### config.mk
export PLATFORM = sky130hd
export DESIGN_NAME = bfly8_fold_stage
export DESIGN_NICKNAME = d
export VERILOG_FILES = /design/src/rtl/bfly8_pkg.sv /design/src/rtl/bfly8_fold_seq.sv /design/src/rtl/bfly8_sample_hold.sv /design/src/rtl/bfly8_pair_unit.sv /design/src/rtl/bfly8_fold_stage.sv
export SDC_FILE = /design/constraint.sdc
export NUM_CORES = 1
export LEC_CHECK = 0
export BUFFER_PORTS_ARGS = -buffer_cell sky130_fd_sc_hd__buf_2
export CAP_MARGIN = 20
export CORE_MARGIN = 2
export CORE_UTILIZATION = 45
export CTS_CLUSTER_SIZE = 28
export DETAILED_ROUTE_END_ITERATION = 8
export PLACE_DENSITY = 0.69
export SYNTH_ARGS = -nofsm -noshare
export SYNTH_HDL_FRONTEND = slang
export SYNTH_SLANG_ARGS = --single-unit
### constraint.sdc
create_clock -name clk -period 1 [get_ports clk]
set_clock_uncertainty 0.05 [all_clocks]
set_input_delay 0.1 -clock clk [delete_from_list [all_inputs] [get_ports clk]]
set_output_delay 0.1 -clock clk [all_outputs]
set_load 0.01 [all_outputs]
### src/rtl/bfly8_pkg.sv
`timescale 1ns/1ps
package bfly8_pkg;

   localparam int MODE_PARALLEL = 0;
   localparam int MODE_PAIR     = 1;
   localparam int MODE_SINGLE   = 2;

   // number of operator cycles one transform occupies for a given build
   function automatic int fold_steps(input int mode, input int pts);
      if (mode == MODE_PARALLEL) return 1;
      if (mode == MODE_PAIR)     return pts / 2;
      return pts;
   endfunction

   // counter width able to index every step (at least one bit)
   function automatic int step_width(input int pts);
      return (pts > 2) ? $clog2(pts) : 1;
   endfunction

endpackage

### src/rtl/bfly8_fold_seq.sv
`timescale 1ns/1ps
module bfly8_fold_seq #(
   parameter int STEPS  = 4,
   parameter int STEP_W = 3
) (
   input  logic              clk,
   input  logic              rst_n,
   input  logic              start_i,
   output logic              busy_o,
   output logic              wr_o,
   output logic [STEP_W-1:0] step_o,
   output logic              done_o
);

   localparam logic [STEP_W-1:0] LAST_STEP = STEP_W'(STEPS - 1);

   generate
      if (STEPS == 1) begin : g_single_shot
         // no sequencing: results are written on the start edge
         assign busy_o = 1'b0;
         assign wr_o   = start_i;
         assign step_o = '0;

         always_ff @(posedge clk or negedge rst_n) begin
            if (!rst_n) done_o <= 1'b0;
            else        done_o <= start_i;
         end
      end else begin : g_counted
         logic              run_q;
         logic [STEP_W-1:0] cnt_q;

         assign busy_o = run_q;
         assign wr_o   = run_q;
         assign step_o = cnt_q;

         always_ff @(posedge clk or negedge rst_n) begin
            if (!rst_n) begin
               run_q  <= 1'b0;
               cnt_q  <= '0;
               done_o <= 1'b0;
            end else begin
               done_o <= 1'b0;
               if (run_q) begin
                  if (cnt_q == LAST_STEP) begin
                     run_q  <= 1'b0;
                     cnt_q  <= '0;
                     done_o <= 1'b1;
                  end else begin
                     cnt_q <= cnt_q + 1'b1;
                  end
               end else if (start_i) begin
                  run_q <= 1'b1;
                  cnt_q <= '0;
               end
            end
         end
      end
   endgenerate

endmodule

### src/rtl/bfly8_sample_hold.sv
`timescale 1ns/1ps
module bfly8_sample_hold #(
   parameter int POINTS   = 8,
   parameter int SAMPLE_W = 12
) (
   input  logic                         clk,
   input  logic                         rst_n,
   input  logic                         load_i,
   input  logic [POINTS*SAMPLE_W-1:0]   bus_i,
   output logic [POINTS*SAMPLE_W-1:0]   held_o
);

   always_ff @(posedge clk or negedge rst_n) begin
      if (!rst_n)      held_o <= '0;
      else if (load_i) held_o <= bus_i;
   end

endmodule

### src/rtl/bfly8_pair_unit.sv
`timescale 1ns/1ps
module bfly8_pair_unit #(
   parameter int POINTS    = 8,
   parameter int SAMPLE_W  = 12,
   parameter int FOLD_MODE = 0,
   parameter int STEP_W    = 3
) (
   input  logic                              clk,
   input  logic                              rst_n,
   input  logic [POINTS*SAMPLE_W-1:0]        samp_i,
   input  logic                              wr_i,
   input  logic [STEP_W-1:0]                 step_i,
   output logic [POINTS*(SAMPLE_W+1)-1:0]    coef_o
);

   import bfly8_pkg::*;

   localparam int COEF_W = SAMPLE_W + 1;
   localparam int HALF   = POINTS / 2;
   localparam int LAST   = POINTS - 1;
   localparam logic [STEP_W-1:0] LAST_IDX = STEP_W'(LAST);

   logic signed [SAMPLE_W-1:0] x      [POINTS];
   logic signed [COEF_W-1:0]   nxt    [POINTS];
   logic                       wr_sel [POINTS];
   logic signed [COEF_W-1:0]   c_q    [POINTS];

   for (genvar i = 0; i < POINTS; i++) begin : g_unpack
      assign x[i] = samp_i[i*SAMPLE_W +: SAMPLE_W];
      assign coef_o[i*COEF_W +: COEF_W] = c_q[i];
   end

   generate
      if (FOLD_MODE == MODE_PARALLEL) begin : g_full
         logic unused_step;
         assign unused_step = ^step_i;

         // four adders and four subtractors, all active together
         for (genvar k = 0; k < POINTS; k++) begin : g_op
            if (k < HALF) begin : g_add
               assign nxt[k] = COEF_W'(x[k]) + COEF_W'(x[LAST-k]);
            end else begin : g_sub
               assign nxt[k] = COEF_W'(x[LAST-k]) - COEF_W'(x[k]);
            end
            assign wr_sel[k] = 1'b1;
         end
      end else if (FOLD_MODE == MODE_PAIR) begin : g_pair
         logic [STEP_W-1:0]        lo_idx, hi_idx;
         logic signed [COEF_W-1:0] opa, opb, sum_v, dif_v;

         assign lo_idx = step_i;
         assign hi_idx = LAST_IDX - step_i;
         assign opa    = COEF_W'(x[lo_idx]);
         assign opb    = COEF_W'(x[hi_idx]);
         // the one shared adder and the one shared subtractor
         assign sum_v  = opa + opb;
         assign dif_v  = opa - opb;

         for (genvar k = 0; k < POINTS; k++) begin : g_steer
            if (k < HALF) begin : g_lo
               assign nxt[k]    = sum_v;
               assign wr_sel[k] = (lo_idx == STEP_W'(k));
            end else begin : g_hi
               assign nxt[k]    = dif_v;
               assign wr_sel[k] = (hi_idx == STEP_W'(k));
            end
         end
      end else begin : g_one
         logic [STEP_W-1:0]        pair_idx, mate_idx, tgt_idx;
         logic                     take_diff;
         logic signed [COEF_W-1:0] opa, opb, res_v;

         assign pair_idx  = step_i >> 1;
         assign take_diff = step_i[0];
         assign mate_idx  = LAST_IDX - pair_idx;
         assign opa       = COEF_W'(x[pair_idx]);
         assign opb       = COEF_W'(x[mate_idx]);
         // the one shared add/sub unit, mode toggling every step
         assign res_v     = take_diff ? (opa - opb) : (opa + opb);
         assign tgt_idx   = take_diff ? mate_idx : pair_idx;

         for (genvar k = 0; k < POINTS; k++) begin : g_steer
            assign nxt[k]    = res_v;
            assign wr_sel[k] = (tgt_idx == STEP_W'(k));
         end
      end
   endgenerate

   always_ff @(posedge clk or negedge rst_n) begin
      if (!rst_n) begin
         for (int k = 0; k < POINTS; k++) c_q[k] <= '0;
      end else if (wr_i) begin
         for (int k = 0; k < POINTS; k++) begin
            if (wr_sel[k]) c_q[k] <= nxt[k];
         end
      end
   end

endmodule

### src/rtl/bfly8_fold_stage.sv
`timescale 1ns/1ps
module bfly8_fold_stage #(
   parameter int POINTS    = 8,
   parameter int SAMPLE_W  = 12,
   parameter int FOLD_MODE = 0
) (
   input  logic                           clk,
   input  logic                           rst_n,
   input  logic                           start_i,
   input  logic [POINTS*SAMPLE_W-1:0]     samples_i,
   output logic                           busy_o,
   output logic                           done_o,
   output logic [POINTS*(SAMPLE_W+1)-1:0] coef_o
);

   import bfly8_pkg::*;

   localparam int STEPS  = fold_steps(FOLD_MODE, POINTS);
   localparam int STEP_W = step_width(POINTS);

   // elaboration-time parameter checks
   generate
      if (POINTS < 2 || (POINTS % 2) != 0) begin : g_bad_points
         $error("POINTS must be even and at least 2");
      end
      if (SAMPLE_W < 2) begin : g_bad_width
         $error("SAMPLE_W must be at least 2");
      end
      if (FOLD_MODE < MODE_PARALLEL || FOLD_MODE > MODE_SINGLE) begin : g_bad_mode
         $error("FOLD_MODE must be 0, 1 or 2");
      end
   endgenerate

   logic                       wr;
   logic [STEP_W-1:0]          step;
   logic [POINTS*SAMPLE_W-1:0] operands;

   bfly8_fold_seq #(
      .STEPS  (STEPS),
      .STEP_W (STEP_W)
   ) seq_i (
      .clk     (clk),
      .rst_n   (rst_n),
      .start_i (start_i),
      .busy_o  (busy_o),
      .wr_o    (wr),
      .step_o  (step),
      .done_o  (done_o)
   );

   generate
      if (FOLD_MODE == MODE_PARALLEL) begin : g_direct
         assign operands = samples_i;
      end else begin : g_capture
         logic load;
         assign load = start_i & ~busy_o;

         bfly8_sample_hold #(
            .POINTS   (POINTS),
            .SAMPLE_W (SAMPLE_W)
         ) hold_i (
            .clk    (clk),
            .rst_n  (rst_n),
            .load_i (load),
            .bus_i  (samples_i),
            .held_o (operands)
         );
      end
   endgenerate

   bfly8_pair_unit #(
      .POINTS    (POINTS),
      .SAMPLE_W  (SAMPLE_W),
      .FOLD_MODE (FOLD_MODE),
      .STEP_W    (STEP_W)
   ) unit_i (
      .clk    (clk),
      .rst_n  (rst_n),
      .samp_i (operands),
      .wr_i   (wr),
      .step_i (step),
      .coef_o (coef_o)
   );

endmodule

# --- Word level (Yosys, flattened, before mapping) ---
# Index checks and enable logic that the tools add are counted.
totals:
  reg_bits: 105
  word_cells: 17
  out_inout_bits: 106
  input_bits: 99
classes:
  addsub: 8
op_table:
  columns: ["op", "count"]
  rows:
  - ["adder 12 x 12 -> 13 bit", 4]
  - ["subtractor 12 x 12 -> 13 bit", 4]

# --- Depth between registers and ports, before layout ---
# Gate-level depths: netlist of run 1.
logic_depth:
  word_depth: 1
  depth_mapped: 9
  depth_no_buf: 9

# --- Cells and area by module ---
# Synthesis of run 1 repeated with hierarchy kept, for this count alone.
hier_totals:
  cells_unflattened: 985
  area_unflattened_um2: 8684.6
by_module_without_submodules:
  columns: ["mod", "area_per_inst_um2", "cells_per_inst", "instances", "seq_area_each_um2"]
  rows:
  - ["bfly8_pair_unit", 8618.3, 978, 1, 2502.4]
  - ["bfly8_fold_seq", 66.3, 7, 1, 25.0]

# --- Worst setup path before layout of run 1 ---
# OpenSTA, ideal clock, no wires.
synth_path:
  path_kind: "input to register"
  start: "input samples_i[24]"
  end: "register unit_i.c_q, in the netlist unit_i.coef_o[34]"
  t_arrival_ns: 1.800
  setup_ns: 0.125
  n_path_buf: 0
  path_slack_ns: -0.974
  required_time_ns: 0.825
  cell_stages: 8
  path_cell_list: "ha_1 fa_1 nor2b_1 o21a_1 o311ai_1 a21oi_1 xnor2_1 mux2_2"
synth_between:
  elab_chain_cells: 1
synth_lines:
  columns: ["element", "line_no", "text"]
  rows:
  - ["start: declaration", "bfly8_fold_stage.sv:10", "input logic [POINTS*SAMPLE_W-1:0] samples_i,"]
  - ["adder 12 x 12 -> 13 bit", "bfly8_pair_unit.sv:41", "assign nxt[k] = COEF_W'(x[k]) + COEF_W'(x[LAST-k]);"]
  - ["end signal: indexed assignment", "bfly8_pair_unit.sv:94", "if (wr_sel[k]) c_q[k] <= nxt[k];"]
  - ["end: declaration", "bfly8_pair_unit.sv:26", "logic signed [COEF_W-1:0] c_q [POINTS];"]
# No other way between the ends.
# A chain may end at the register's enable or synchronous reset.

# --- Worst setup path after layout of run 1 ---
# Same ends and word-level chain as after synthesis.

==> impl_metrics.env, run 1 <==
export IMPL_hold_path_class="primary input to register"
export IMPL_die_h_um=138.6
export IMPL_yosysWarnings=0
export IMPL_power_density_nw_per_um2=1280
export IMPL_hold_viol_final=0
export IMPL_drv_slew=0
export IMPL_yosysSeqAreaShare_pct=31.00
export IMPL_synthFlopType="dfrtp_1"
export IMPL_end_kind="register"
export IMPL_grtUsageTotal_pct=26.85
export IMPL_fin_ws_ps=-743.2
export IMPL_syn2layout_area_growth_pct=74.04
export IMPL_cts_max_level=3
export IMPL_power_mw=18.17
export IMPL_core_area_um2=17840
export IMPL_clkPwrFrac_pct=19.4
export IMPL_start_util_pct=45.70
export IMPL_worstMarginPinSlew_ps=599.6
export IMPL_vdd_drop_max_mv=0.8469
export IMPL_portBuffers=203
export IMPL_io_pins=205
export IMPL_ant_nets=0
export IMPL_synth_fp_nets=1128
export IMPL_start_kind="primary input"
export IMPL_path_max_fanout=2
export IMPL_arrival_ps=1940
export IMPL_synth_seq_cells=101
export IMPL_grt_overflow_total=0
export IMPL_fp_row_count=49
export IMPL_gp_congestion=0.8699
export IMPL_clockBufferDepth=2
export IMPL_synth_area_per_cell_um2=8.815
export IMPL_p_switching_mw=6.409
export IMPL_cts_root_buf="clkbuf_16"
export IMPL_hpwlAfterDp_um=18410
export IMPL_grt_antenna_before_repair=2
export IMPL_drc_errors=0
export IMPL_synth_top_cell_by_area="dfrtp_1"
export IMPL_maxCapViolCount=0
export IMPL_rsz0062_at_grt="yes"
export IMPL_async_flop_share_pct=100.0
export IMPL_slew_limit_headroom_pct=59.66
export IMPL_clkSlewWorstSetupHoldPaths_ps=80
export IMPL_drive_gt1_share_pct=55.48
export IMPL_numCtsBuffers=9
export IMPL_clock_sinks=101
export IMPL_power_leakage_nw=6.772
export IMPL_wire_per_inst_um=17.07
export IMPL_worstPathRequired_ps=1200
export IMPL_grt_max_degree=52
export IMPL_sequentialPowerShare_pct=29.9
export IMPL_num_vias=8767
export IMPL_grt_pass1_vias=8847
export IMPL_synthCells=925
export IMPL_drt_iter0_drc=403
export IMPL_n_fill_cell=1088
export IMPL_fin_crit_ps=1743
export IMPL_synth_cell_types=74
export IMPL_drt_pass1_iter_count=6
export IMPL_period_share_pct=174.3
export IMPL_design_die_area_um2=19210
export IMPL_swShare_pct=35.28
export IMPL_final_nets=1611
export IMPL_synth_top_cell_area_share_pct=31.00
export IMPL_max_freq_ghz=0.5737
export IMPL_synth_edf_count=0
export IMPL_grt_pass1_wl_um=42860
export IMPL_vias_per_cell=5.333
export IMPL_syn_cell_area_um2=8154
export IMPL_path_class="primary input to register"
export IMPL_holdWs_ps=30.26
export IMPL_die_w_um=138.6
export IMPL_synth_area_top_cells="dfrtp_1 31%, ha_1 15%, mux2_2 5.1%"
export IMPL_failed_checks="setup timing"
export IMPL_worstSkewPairLatency_ps=360
export IMPL_outcome="finished with violations"
export IMPL_power_internal_mw=11.76
export IMPL_power_frac_comb_pct=50.6
export IMPL_setup_viol=191
export IMPL_cts_tree="built"
export IMPL_finalWirelength_um=28060
==> layer usage <==
layer | wire (µm) | GRT usage, % | up-vias
li1 | - | - | 4158
met1 | 11660 | 34.26 | 4288
met2 | 14380 | 47.13 | 260
met3 | 1064 | 2.555 | 61
met4 | 957 | 10.69 | 0
met5 | 0 | 0 | -
==> cells by family (layout without fill, tap and decap cells) <==
family / after synthesis / after routing / synth area share (%)
AOI/OAI and AO/OA: 244 / 244 / 19.69
xor gates and xnor gates: 53 / 53 / 5.693
adders and majority gates: 104 / 104 / 16.69
buffers and inverters: 140 / 628 / 7.089
DFF: 101 / 101 / 31.00
muxes: 39 / 39 / 5.417
other: 1 / 3 / 0.04599
and+or+nand+nor: 243 / 243 / 14.38
==> worst paths after layout <==
path                              startpoint                 to  slack (ps)  depth (start not counted)
min in group asynchronous              rst_n  unit_i.coef_o[29]          40                          2
max reg2reg                 unit_i.coef_o[9]   unit_i.coef_o[9]         -30                          2
min reg2reg                unit_i.coef_o[81]  unit_i.coef_o[81]         440                          1
max                            samples_i[24]  unit_i.coef_o[34]        -740                          9
min                            samples_i[60]  unit_i.coef_o[26]          30                          3
max in group asynchronous              rst_n  unit_i.coef_o[81]         360                          3
==> stage by stage <==
step	util [%]	setup slack, ps	instances	TNS [ps]	area, µm²
floorplan	-	-868.2	925	-39560	9184
global route	79.54	-784.0	1644	-45860	14190
global placement	66.34	-1140	1516	-69860	11840
finish	79.54	-743.2	1644	-38900	14190
detailed placement	66.34	-1176	1516	-71940	11840
CTS	74.97	-746.7	1602	-36700	13380
==> worst max-delay path, cell delays in order <==
cell,delay (ps)
buf_12,110
ha_4,160
fa_2,400
nor2b_4,140
o21a_1,210
o311ai_4,300
a21oi_2,110
xnor2_1,150
mux2_4,260
==> power groups by stage <==
stage / clock network, mW / registers (mW) / logic, mW
after floorplan: 0 / 5.78 / 3.54
after global placement: 0 / 5.43 / 6.71
after detailed placement: 0 / 5.44 / 6.85
after CTS: 3.52 / 5.39 / 8.15
after global routing: 3.73 / 5.52 / 9.84
final: 3.53 / 5.44 / 9.20
==> repair_timing <==
| item | 4_1_cts | 5_1_grt |
|---|---|---|
| pin swaps | 103 | 90 |
| setup endpoints to repair | 189 | 192 |
| hold endpoints to repair | 102 | 0 |
| cloned | 0 | 0 |
| gates resized for setup | 173 | 121 |
| buffers inserted | 70 | 55 |
| hold buffers | 2 | 0 |
==> cells in the mapped netlist, types with 6 or more instances <==
cell      number
nor2_1        91
nand2_1       46
nand3_1        6
clkbuf_1      26
or3_1         10
nand2b_1      21
buf_4          7
nor3_1        22
buf_2          8
mux2_2        37
o21bai_1       7
o21a_1        17
o21ai_0       37
inv_1         91
a21oi_1       76
xor2_1         7
a21o_1        12
o31ai_1       12
ha_1          96
nor2b_1       20
fa_1           8
dfrtp_1      101
a211oi_1       8
a31oi_1       12
xnor2_1       46
o211ai_1      14
==> cells in the final DEF, fill, tap and decap left out, types with 33 or more instances in the layout <==
cell,count
inv_1,63
xnor2_1,34
a21oi_1,47
buf_2,145
buf_6,79
ha_4,33
ha_1,58
nor2_1,81
dfrtp_1,101
nand2_1,45
buf_4,268
==> cell type report <==
class	count	area, µm²	share of cell area [%]
inverters	92	519.2	3.659
diodes	2	5.005	0.03527
clock inverters	4	32.53	0.2292
multi-input cells	684	6464	45.55
repair buffers	520	4110	28.96
well taps	229	286.5	2.019
clock buffers	12	246.5	1.737
flip-flops and latches	101	2527	17.81
==> flip-flops by register name, summed over array words and instances, names as in the netlist <==
register / flops
unit_i.coef_o: 100
seq_i.done_o: 1
(Power assumes the default switching activity.)
==> inputs of run 2 (changes only) <==
--- a/config.mk
+++ b/config.mk
@@ -8,10 +8,10 @@
 export BUFFER_PORTS_ARGS = -buffer_cell sky130_fd_sc_hd__buf_2
 export CAP_MARGIN = 20
 export CORE_MARGIN = 2
-export CORE_UTILIZATION = 45
+export CORE_UTILIZATION = 35
 export CTS_CLUSTER_SIZE = 28
 export DETAILED_ROUTE_END_ITERATION = 8
-export PLACE_DENSITY = 0.69
+export PLACE_DENSITY = 0.6
 export SYNTH_ARGS = -nofsm -noshare
 export SYNTH_HDL_FRONTEND = slang
 export SYNTH_SLANG_ARGS = --single-unit
==> impl_metrics.env, run 2 (synthesis results as in run 1) <==
export IMPL_holdPathStages=3
export IMPL_fin_crit_ps=1754
export IMPL_critical_path_startpoint="samples_i[0]"
export IMPL_hold_path_startpoint="samples_i[60]"
export IMPL_final_common_cell="buf_4"
export IMPL_vias_per_cell=4.842
export IMPL_period_share_pct=175.4
export IMPL_cts_tree="built"
export IMPL_start_kind="primary input"
export IMPL_grt_antenna_before_repair=2
export IMPL_hold_path_class="primary input to register"
export IMPL_crit_path_max_incr_delay_ps=360
export IMPL_drt_pass1_iter_count=4
export IMPL_placed_area_um2=12090
export IMPL_grt_max_degree=36
export IMPL_slew_limit_headroom_pct=66.03
export IMPL_stdcell_count=1727
export IMPL_power_leakage_nw=6.777
export IMPL_regArea_um2=2527
export IMPL_grt_overflow_total=0
export IMPL_worstSkewPairLatency_ps=350
export IMPL_ant_nets=0
export IMPL_fp_row_count=55
export IMPL_worstPathRequired_ps=1180
export IMPL_start_util_pct=35.80
export IMPL_cts_root_buf="clkbuf_16"
export IMPL_multi_input_area_um2=6436
export IMPL_grtUsageTotal_pct=20.42
export IMPL_clkSlewWorstSetupHoldPaths_ps=80
export IMPL_cts_max_level=3
export IMPL_power_density_nw_per_um2=1257
export IMPL_hold_viol_final=0
export IMPL_drt_iter0_drc=294
export IMPL_min_to="unit_i.coef_o[26]"
export IMPL_pre_cts_ws_ps=-1176
export IMPL_worst_path_dominant_cell_family="compound AO/OA/AOI/OAI gates"
export IMPL_cp_slowest_cell="fa_2"
export IMPL_rrSetupSlack_ps=-70
export IMPL_reg2reg_depth=2
export IMPL_holdWs_ps=26.51
export IMPL_failed_checks="setup timing"
export IMPL_finalWirelength_um=25720
export IMPL_clockBufferDepth=2
export IMPL_fin_ws_ps=-754.0
export IMPL_worstMarginPinSlew_ps=505.6
export IMPL_drv_slew=0
export IMPL_numCtsBuffers=9
export IMPL_outcome="finished with violations"
export IMPL_cp_cell_sequence="buf_8, ha_4, fa_2, nor2b_4, o21ai_2, a311o_1, a31oi_2, buf_4, xnor2_2, mux2_4"
export IMPL_reg2reg_from="unit_i.coef_o[38]"
export IMPL_fin_area_um2=14380
export IMPL_rsz0062_at_grt="yes"
export IMPL_largest_reg_flops=100
export IMPL_io_pins=205
export IMPL_path_max_fanout=2
export IMPL_maxCapViolCount=0
export IMPL_final_nets=1610
export IMPL_grt_pass1_vias=8195
export IMPL_dp_cells=1617
export IMPL_end_kind="register"
export IMPL_hpwlAfterDp_um=19390
export IMPL_wire_per_inst_um=14.89
export IMPL_portBuffers=203
export IMPL_design_die_area_um2=24530
export IMPL_path_class="primary input to register"
export IMPL_power_mw=18.07
export IMPL_drive_gt1_share_pct=55.17
export IMPL_clock_sinks=101
export IMPL_core_area_um2=22780
export IMPL_n_fill_cell=1880
export IMPL_drc_errors=0
export IMPL_gp_congestion=0.8632
export IMPL_worst_path_buf_inv=2
export IMPL_die_w_um=156.6
export IMPL_num_vias=8362
export IMPL_syn2layout_area_growth_pct=76.31
export IMPL_setup_viol=187
export IMPL_max_freq_ghz=0.5701
export IMPL_vdd_drop_max_mv=0.6512
export IMPL_arrival_ps=1940
export IMPL_grt_pass1_wl_um=40190
export IMPL_die_h_um=156.6
export IMPL_final_cell_mix="267 x buf_4, 134 x buf_2, 101 x dfrtp_1"
export IMPL_r2r_end="unit_i.coef_o[38]"
==> run 2: cell types whose count changed in the layout (fill, tap and decap cells not counted), moves of 3 or more <==
cell     previous run  this run
o21ai_1            11         8
buf_6              79        87
nor2_1             81        85
buf_2             145       134
buf_12             16        21
nand2_1            45        42
==> run 2: worst max path at each step <==
stage               cells past startpoint           endpoint  slack (ps)
finish                                 10  unit_i.coef_o[10]        -750
global route                            9  unit_i.coef_o[12]        -800
CTS                                     9  unit_i.coef_o[12]        -720
detailed placement                      9  unit_i.coef_o[34]       -1180
global placement                        9  unit_i.coef_o[34]       -1130
floorplan                               8  unit_i.coef_o[34]        -870
==> run 2: what timing repair did <==
action,4_1_cts,5_1_grt
setup endpoints to repair,189,190
pin swaps,103,76
hold buffers,3,0
buffers inserted,55,38
gates resized for setup,198,90
hold endpoints to repair,104,0
==> run 2: metal layers <==
layer,share of wire [%],track usage (%)
met5,0,0
met3,3.2,2.049
met1,46,27.76
met4,1.8,5.898
met2,49,34.49
==> run 2: cell type report <==
type	instances	area share, %
Inverter	92	3.577
Multi-Input combinational cell	684	44.77
Clock buffer	11	1.619
Tap cell	313	2.724
Antenna cell	2	0.03481
Timing Repair Buffer	519	29.29
Sequential cell	101	17.58
Clock inverter	5	0.4091
==> run 2: worst register-to-register path, delay by kind of cell, from the launching register on <==
kind,cells,cell delay (ps)
AO/OA/AOI/OAI,2,480
flip-flops,1,420
==> run 2: per-stage QoR <==
| stage | setup TNS (ps) | util [%] |
|---|---|---|
| 3_3_place_gp | -70320 | 53.09 |
| 6_report | -35430 | 63.11 |
| 4_1_cts | -35400 | 60.14 |
| 2_1_floorplan | -39560 | - |
| 5_1_grt | -43290 | 63.11 |
| 3_5_place_dp | -71870 | 53.09 |
==> run 2: report_power, final <==
| group | internal, mW | total [mW] | switching [mW] |
|---|---|---|---|
| clock network | 1.95 | 3.63 | 1.68 |
| registers | 4.90 | 5.43 | 0.535 |
| logic | 5.07 | 9.00 | 3.94 |
| total | 11.9 | 18.1 | 6.15 |
==> inputs of run 3 (changes only) <==
--- a/config.mk
+++ b/config.mk
@@ -8,10 +8,10 @@
 export BUFFER_PORTS_ARGS = -buffer_cell sky130_fd_sc_hd__buf_2
 export CAP_MARGIN = 20
 export CORE_MARGIN = 2
-export CORE_UTILIZATION = 35
+export CORE_UTILIZATION = 55
 export CTS_CLUSTER_SIZE = 28
 export DETAILED_ROUTE_END_ITERATION = 8
-export PLACE_DENSITY = 0.6
+export PLACE_DENSITY = 0.86
 export SYNTH_ARGS = -nofsm -noshare
 export SYNTH_HDL_FRONTEND = slang
 export SYNTH_SLANG_ARGS = --single-unit
==> constraint.sdc (replaced) <==
create_clock -name clk -period 2.11 [get_ports clk]
set_clock_uncertainty 0.05 [all_clocks]
set_input_delay 0.211 -clock clk [delete_from_list [all_inputs] [get_ports clk]]
set_output_delay 0.211 -clock clk [all_outputs]
set_load 0.01 [all_outputs]
==> impl_metrics.env, run 3 (synthesis results as in run 1) <==
export IMPL_outcome="finished, final reports clean"
export IMPL_cts_root_buf="clkbuf_16"
export IMPL_fin_area_um2=10060
export IMPL_finalWirelength_um=20590
export IMPL_drv_slew=0
export IMPL_grt_overflow_total=0
export IMPL_hold_path_class="primary input to register"
export IMPL_wire_per_inst_um=15.28
export IMPL_path_class="primary input to register"
export IMPL_holdWs_ps=111.2
export IMPL_die_h_um=125.8
export IMPL_power_density_nw_per_um2=701.0
export IMPL_start_kind="primary input"
export IMPL_end_kind="register"
export IMPL_design_die_area_um2=15820
export IMPL_fin_crit_ps=2010
export IMPL_fin_ws_ps=100.1
export IMPL_grt_max_degree=58
export IMPL_path_max_fanout=2
export IMPL_start_util_pct=56.10
export IMPL_arrival_ps=2230
export IMPL_drt_iter0_drc=533
export IMPL_hold_viol_final=0
export IMPL_drt_pass1_iter_count=5
export IMPL_placed_area_um2=9713
export IMPL_clkSlewWorstSetupHoldPaths_ps=70
export IMPL_slew_limit_headroom_pct=65.36
export IMPL_vias_per_cell=5.616
export IMPL_clockBufferDepth=2
export IMPL_final_common_cell="buf_2"
export IMPL_stdcell_count=1348
export IMPL_die_w_um=125.8
export IMPL_worstPathRequired_ps=2330
export IMPL_vdd_drop_max_mv=0.4003
export IMPL_utilization_pct=69.24
export IMPL_power_leakage_nw=4.982
export IMPL_max_freq_ghz=0.4975
export IMPL_final_nets=1362
export IMPL_io_pins=205
export IMPL_drive_gt1_share_pct=28.63
export IMPL_numCtsBuffers=9
export IMPL_syn2layout_area_growth_pct=23.42
export IMPL_cts_tree="built"
export IMPL_portBuffers=203
export IMPL_grt_pass1_wl_um=34450
export IMPL_worstMarginPinSlew_ps=516.5
export IMPL_period_share_pct=95.25
export IMPL_cts_max_level=3
export IMPL_drc_errors=0
export IMPL_worstSkewPairLatency_ps=340
export IMPL_grt_antenna_before_repair=2
export IMPL_num_vias=7570
export IMPL_gp_congestion=0.9249
export IMPL_grtUsageTotal_pct=26.07
export IMPL_clock_sinks=101
export IMPL_largest_reg_flops=100
export IMPL_rsz0062_at_grt="no"
export IMPL_pre_cts_ws_ps=-260.9
export IMPL_core_area_um2=14530
export IMPL_setup_viol=0
export IMPL_maxCapViolCount=0
export IMPL_grt_pass1_vias=7548
export IMPL_dp_cells=1331
export IMPL_ant_nets=0
export IMPL_final_cell_mix="201 x buf_2, 101 x dfrtp_1, 96 x ha_1"
export IMPL_hpwlAfterDp_um=16200
export IMPL_fp_row_count=44
run 3: cell count changes in the layout (fill, tap and decap cells not counted), sizes merged:
cell,before,now
dlygate4sd3,3,1
diode,2,1
clkinvlp,2,1
buf,516,270
bufinv,1,3
clkinv,2,0
run 3: report_power, final:
group | total [mW] | switching (mW) | internal (mW) | leakage (nW)
Sequential | 2.54 | 0.215 | 2.32 | 1.18
Combinational | 2.63 | 1.40 | 1.23 | 3.65
Clock | 1.89 | 0.736 | 1.16 | 0.156
Total | 7.05 | 2.35 | 4.71 | 4.98
run 3: worst paths after layout:
kind | startpoint | endpoint | slack (ps) | depth (start not counted)
max | samples_i[0] | unit_i.coef_o[12] | 100 | 9
min | samples_i[72] | unit_i.coef_o[13] | 110 | 3
max reg2reg | unit_i.coef_o[38] | unit_i.coef_o[38] | 1190 | 2
min reg2reg | unit_i.coef_o[76] | unit_i.coef_o[76] | 430 | 2
max in group asynchronous | rst_n | unit_i.coef_o[48] | 1070 | 3
min in group asynchronous | rst_n | unit_i.coef_o[83] | 300 | 2
run 3: repair_timing:
action | in CTS | in global routing
buffers inserted | 0 | 0
gates resized for setup | 0 | 1
hold buffers | 1 | 0
endpoints found under the setup margin | 0 | 1
hold endpoints to repair | 29 | 0
run 3: routing by layer:
| metal | vias up | track usage [%] | routed length [µm] |
|---|---|---|---|
| met5 | - | 0 | 0 |
| met4 | 0 | 8.985 | 388 |
| met3 | 38 | 5.013 | 1367 |
| met2 | 266 | 44.86 | 10090 |
| met1 | 3586 | 32.97 | 8742 |
| li1 | 3680 | - | - |
run 3: cell type report:
type	instances	area [µm²]
diodes	1	2.502
inverters	92	345.3
multi-input cells	684	5056
well taps	184	230.2
clock inverters	4	97.59
flip-flops and latches	101	2527
clock buffers	11	232.7
fillers	1150	4471
repair buffers	271	1572
run 3: metrics by stage:
stage,TNS [ps],power [mW]
global placement,-1879,5.099
finish,0,7.054
detailed placement,-3245,5.181
floorplan,0,4.126
global route,0,7.483
CTS,0,7.091
run 3: worst max-delay path: stages:
cell	delay, ps
buf_2	110
ha_1	230
fa_1	410
nor2b_2	180
o21ai_2	140
a311o_1	260
a31oi_2	120
a2111o_1	420
a31oi_1	150
